### config.mk
export PLATFORM = sky130hd
export DESIGN_NAME = branch_resolve
export DESIGN_NICKNAME = d
export VERILOG_FILES = /design/src/rtl/branch_resolve.sv
export SDC_FILE = /design/constraint.sdc
export NUM_CORES = 1
export LEC_CHECK = 0
export BUFFER_PORTS_ARGS = -buffer_cell sky130_fd_sc_hd__buf_2
export CORE_MARGIN = 8
export CORE_UTILIZATION = 44
export CTS_CLUSTER_DIAMETER = 150
export CTS_CLUSTER_SIZE = 28
export DETAILED_ROUTE_END_ITERATION = 8
export GPL_TIMING_DRIVEN = 0
export PLACE_DENSITY = 0.86
export RECOVER_POWER = 50
export SYNTH_ARGS = -nofsm -noshare
export SYNTH_HDL_FRONTEND = slang
export SYNTH_SLANG_ARGS = --single-unit
### constraint.sdc
create_clock -name clk -period 12.2 [get_ports clk]
set_clock_uncertainty 0.15 [all_clocks]
set_input_delay 2.44 -clock clk [delete_from_list [all_inputs] [get_ports clk]]
set_output_delay 2.44 -clock clk [all_outputs]
set_load 0.01 [all_outputs]
### src/rtl/branch_resolve.sv
module branch_resolve #(
  parameter logic [5:0] OP_BRZ  = 6'h04,
  parameter logic [5:0] OP_BRNZ = 6'h05,
  parameter logic [5:0] OP_JMP  = 6'h02
) (
  input  logic        clk,
  input  logic        rst_n,
  input  logic        cfg_delay_slot,
  input  logic        id_valid,
  input  logic [31:0] id_instr,
  input  logic [31:0] id_pc4,
  input  logic [31:0] id_src_val,
  input  logic [31:0] if_pc4,
  output logic [31:0] next_pc,
  output logic        redirect,
  output logic        squash
);
  logic delay_mode;

  always_ff @(posedge clk)
    if (!rst_n) delay_mode <= cfg_delay_slot;

  wire [5:0]  opc      = id_instr[31:26];
  wire        src_zero = (id_src_val == '0);
  wire        is_jmp   = (opc == OP_JMP);
  wire        cond_hit = ((opc == OP_BRZ) && src_zero) || ((opc == OP_BRNZ) && !src_zero);
  wire        taken    = rst_n && id_valid && (is_jmp || cond_hit);

  wire [31:0] br_tgt   = id_pc4 + {{14{id_instr[15]}}, id_instr[15:0], 2'b00};
  wire [31:0] jmp_tgt  = {id_pc4[31:28], id_instr[25:0], 2'b00};

  assign redirect = taken;
  assign squash   = taken && !delay_mode;
  assign next_pc  = !taken ? if_pc4 : (is_jmp ? jmp_tgt : br_tgt);

  a_r1_policy_held: assert property (@(posedge clk) disable iff (!rst_n) 1'b1 |=> $stable(delay_mode));
  a_r7_fallthrough: assert property (@(posedge clk) disable iff (!rst_n) !redirect |-> next_pc == if_pc4);
  a_r5_jump_taken:  assert property (@(posedge clk) disable iff (!rst_n) (id_valid && opc == OP_JMP) |-> redirect);
  a_r8_idle_quiet:  assert property (@(posedge clk) disable iff (!rst_n) !id_valid |-> !redirect);
  a_r9_squash_ptk:  assert property (@(posedge clk) disable iff (!rst_n) squash |-> redirect);
  a_r10_no_squash:  assert property (@(posedge clk) disable iff (!rst_n) delay_mode |-> !squash);
endmodule

## Yosys cells after proc, flatten, opt, wreduce, memory -nomap -nowiden

Cells that the tools add are included.

| operators by class | value |
|---|---|
| mux-type cells | 2 |
| reduce and logical (&&, ||, !) cells | 10 |
| equal/unequal tests | 3 |
| add/subtract/negate cells | 1 |

Operator list:

| operator | number |
|---|---|
| two-way mux 32 bit | 2 |
| adder 32 bit | 1 |
| logical NOT 32 bit | 1 |
| == test 6 x 3 -> 1 bit (second input constant) | 2 |
| == test 6 x 2 -> 1 bit (second input constant) | 1 |
| logical AND 1 bit | 5 |
| logical NOT 1 bit | 2 |
| logical OR 1 bit | 2 |

| storage, ports and cells | value |
|---|---|
| flip-flop bits (word level) | 1 |
| bits of input ports | 132 |
| word-level logic and storage cells | 17 |
| output and inout bits | 34 |

## Longest topological paths before layout

| logic depth | value |
|---|---|
| depth after elaboration | 7 |
| mapped depth | 11 |
| depth with buffers taken out | 11 |

## Least setup slack after synthesis

No wires, ideal clock.

| timing | value |
|---|---|
| path kind | input port to output port |
| start point | input port id_instr[0] |
| end point | output port next_pc[28] |
| cell stages on the path | 11 |
| data required time | 9.610 ns |
| slack | 4.719 ns |
| path buffers | 0 |
| data arrival time | 4.891 ns |
| path through | ha_1 -> fa_1 -> a211oi_1 -> o211ai_2 -> a41oi_2 -> o21ai_4 -> a31oi_4 -> o21bai_2 -> nand4_1 -> mux2_1 -> a31oi_1 |

| between the ends | value |
|---|---|
| longest elaborated chain between the ends | 3 |

Ends and longest elaborated chain:

| what | RTL line | text |
|---|---|---|
| start: declaration | 10 | `input logic [31:0] id_instr,` |
| adder 32 bit | 29 | `wire [31:0] br_tgt = id_pc4 + {{14{id_instr[15]}}, id_instr[15:0], 2'b00};` |
| two-way mux 32 bit (2 in series) | 34 | `assign next_pc = !taken ? if_pc4 : (is_jmp ? jmp_tgt : br_tgt);` |
| end: declaration | 14 | `output logic [31:0] next_pc,` |

No other way between the ends.

## Worst setup path after layout

Ends and elaborated chain as after synthesis.

==> summary.md <==
| Metric | Value |
|---|---|
| Gate power share | `96.9%` |
| Final setup TNS | `0 ns` |
| Worst Path Required | `9.61 ns` |
| Netlist cell types | `63` |
| Total Wirelength | `9060 um` |
| Layout cells sized above 1 | `33.9%` |
| Core Region | `0.00507 sq mm` |
| Port bufs | `165` |
| Clock transition at the registers of the reported paths | `0 ns` |
| Dpl cells | `578` |
| Fin. max-slew vios | `0` |
| RSZ-0062 raised after global routing | `false` |
| Cts repair resizes | `0` |
| Drt pass-1 iters | `4` |
| # IOs | `166` |
| Ant. Diodes | `0` |
| Mapped Area | `0.00229 sq mm` |
| Drt wl/cell | `15.7 um` |
| Vias/cell | `5.47` |
| Worst Hold Path EP | `delay_mode` |
| Number of synthesized flops with an enable pin | `1` |
| Status | `complete, no violations` |
| Nets | `672` |
| # rows | `26` |
| Largest regs | `delay_mode (1)` |
| Synth Flop Type | `edfxtp_1` |
| Worst Min Path Start | `cfg_delay_slot` |
| Period utilization | `64.9%` |
| Crit. Startpoint | `id_instr[0]` |
| Mapped Cells | `343` |
| MaxCap Viol Count | `0` |
| Hold Crit Class | `in -> reg` |
| Setup Fix Bufs, Post-CTS | `0` |
| Detailed Place HPWL | `7850 um` |
| Syn nets | `505` |
| Via count | `3164` |
| Die area | `0.00777 sq mm` |
| Pleak | `1.68 nW` |
| Max VDD drop | `0.0239 mV` |
| CTS Hold Bufs | `0` |
| Die W | `88.1 um` |
| Hold Worst Slack | `2.48 ns` |
| Area growth syn-to-layout | `38.6%` |
| Ys async rst share | `0%` |
| CP Class | `in -> out` |
| Worst hold path depth | `1` |
| Largest net degree at the start of global routing | `18` |
| GRT Total Usage | `22.5%` |
| WP data arrival | `5.33 ns` |
| Worst Path Max Fanout | `4` |
| Post-route minimum period | `7.92 ns` |
| Most common cell after layout, fill and taps aside | `buf_2` |
| Global-route wire length before repair | `14600 um` |
| Mapped Avg Cell Area | `6.68 sq um` |
| Type of origin of the critical path | `primary input` |
| DIE HEIGHT | `88.1 um` |
| Net Sw Frac | `51.3%` |
| Initial antenna violation count | `0` |
| Sw Pwr | `0.0706 mW` |
| First DRT Iteration DRCs | `103` |
| Max FFs per register | `1` |
| Clock power frac | `0%` |
| Slew @ Worst Pin | `0.551 ns` |
| Max Freq | `126 MHz` |
| Power density over the cells | `43.4 mW/mm^2` |
| Synth warn | `0` |
| Final Wtd Congestion | `0.866` |
| Final Non-Filler Cells | `578` |
| Cell area after layout | `0.00317 sq mm` |
| Drc violations | `0` |
| Instance area at placement | `0.00320 sq mm` |
| Setup Viol. Count Final | `0` |
| Most frequent cells in the layout | `buf_2 (151), nand2_1 (55), a21oi_1 (37)` |
| Seq/Total Area, Yosys | `1.31%` |
| Endpoints failing hold | `0` |
| Number of global-route vias before repair | `3216` |
| ANT nets after route | `0` |
| GR Overflow Total | `0` |
| Slew Limit Headroom | `63.2%` |
| Reg with most FFs | `delay_mode` |
| Critical path endpoint category | `output pin` |
| Seq pwr share | `3.1%` |
| Yosys reg bits | `1` |
| Internal power | `0.0670 mW` |
| Initial Util | `45.1%` |
[per-layer routing]
metal,vias to the layer above,share of wire (%),track usage [%]
li1,1611,-,-
met1,1453,42,27.2
met2,92,50,42.5
met3,8,6.2,2.06
met4,0,0.90,2.30
met5,-,0,0
[power groups by stage]
stage / clock [mW] / sequential [mW] / combinational [mW]
3_5_place_dp: 0 / 0.00421 / 0.133
3_3_place_gp: 0 / 0.00421 / 0.130
2_1_floorplan: 0 / 0.00421 / 0.0879
5_1_grt: 0 / 0.00424 / 0.150
4_1_cts: 0 / 0.00421 / 0.133
6_report: 0 / 0.00421 / 0.133
[worst max-delay path, cell delays in order]
cell and delay, ns:
buf_2 0.10, ha_1 0.22, fa_1 0.42, a211oi_1 0.42, o211ai_2 0.17, a41oi_2 0.33
o21ai_4 0.12, a31oi_4 0.24, o21bai_2 0.12, nand4_1 0.10, mux2_1 0.33, a31oi_1 0.15
buf_2 0.15
[area by class of cell]
class | count | area, sq um
well taps | 70 | 87.6
repair buffers | 165 | 807
plain buffers | 18 | 97.6
flip-flops and latches | 1 | 30.0
fillers | 508 | 1900
multi-input cells | 318 | 2130
inverters | 6 | 22.5
[stage by stage]
| step | total power [mW] | setup WS [ns] | utilization [%] |
|---|---|---|---|
| after global routing | 0.154 | 4.11 | 62.5 |
| after floorplan | 0.0921 | 4.72 | - |
| after CTS | 0.138 | 4.29 | 63.1 |
| after global placement | 0.134 | 4.33 | 63.1 |
| final | 0.138 | 4.28 | 62.5 |
| after detailed placement | 0.137 | 4.31 | 63.1 |
[cell usage after synthesis, types with 2 or more instances]
| master | count | area, sq um |
|---|---|---|
| nand2_1 | 55 | 206 |
| a21oi_1 | 37 | 185 |
| o21ai_0 | 36 | 180 |
| ha_1 | 29 | 363 |
| nor2_1 | 23 | 86.3 |
| a21o_1 | 16 | 120 |
| xor2_1 | 13 | 114 |
| clkbuf_1 | 10 | 37.5 |
| xnor2_1 | 10 | 87.6 |
| nor4_1 | 9 | 56.3 |
| a31oi_1 | 6 | 37.5 |
| inv_1 | 6 | 22.5 |
| nand3_1 | 6 | 30.0 |
| mux2i_1 | 5 | 50.1 |
| nand4_1 | 5 | 31.3 |
| o211ai_1 | 5 | 37.5 |
| a211oi_1 | 4 | 30.0 |
| o21a_1 | 4 | 30.0 |
| and3_1 | 3 | 18.8 |
| clkbuf_8 | 3 | 41.3 |
| nor2b_1 | 3 | 18.8 |
| o21bai_1 | 3 | 22.5 |
| or3_1 | 3 | 18.8 |
| a21oi_2 | 2 | 17.5 |
| a311oi_1 | 2 | 17.5 |
| and2_1 | 2 | 12.5 |
| buf_2 | 2 | 10.0 |
| nand2b_1 | 2 | 12.5 |
| nand3b_1 | 2 | 15.0 |
| nor3_1 | 2 | 10.0 |
| o21ai_1 | 2 | 10.0 |
| o221ai_1 | 2 | 17.5 |
[worst max path at each step]
stage	to	slack, ns	cells after the start
6_report	next_pc[28]	4.28	13
2_1_floorplan	next_pc[28]	4.72	11
3_3_place_gp	next_pc[28]	4.33	13
3_5_place_dp	next_pc[28]	4.31	13
4_1_cts	next_pc[28]	4.29	13
5_1_grt	next_pc[28]	4.11	13
[kinds of logic (layout without fill, tap and decap cells)]
family	Yosys count	after routing	share of synthesized area [%]
flops	1	1	1.31
compound gates	134	134	38.3
mux	6	6	2.68
buf+inv	24	189	5.74
xor+xnor	23	23	8.80
fa+ha+maj	30	30	16.7
simple gates	125	125	26.4
Power figures use the tool's default switching activity.
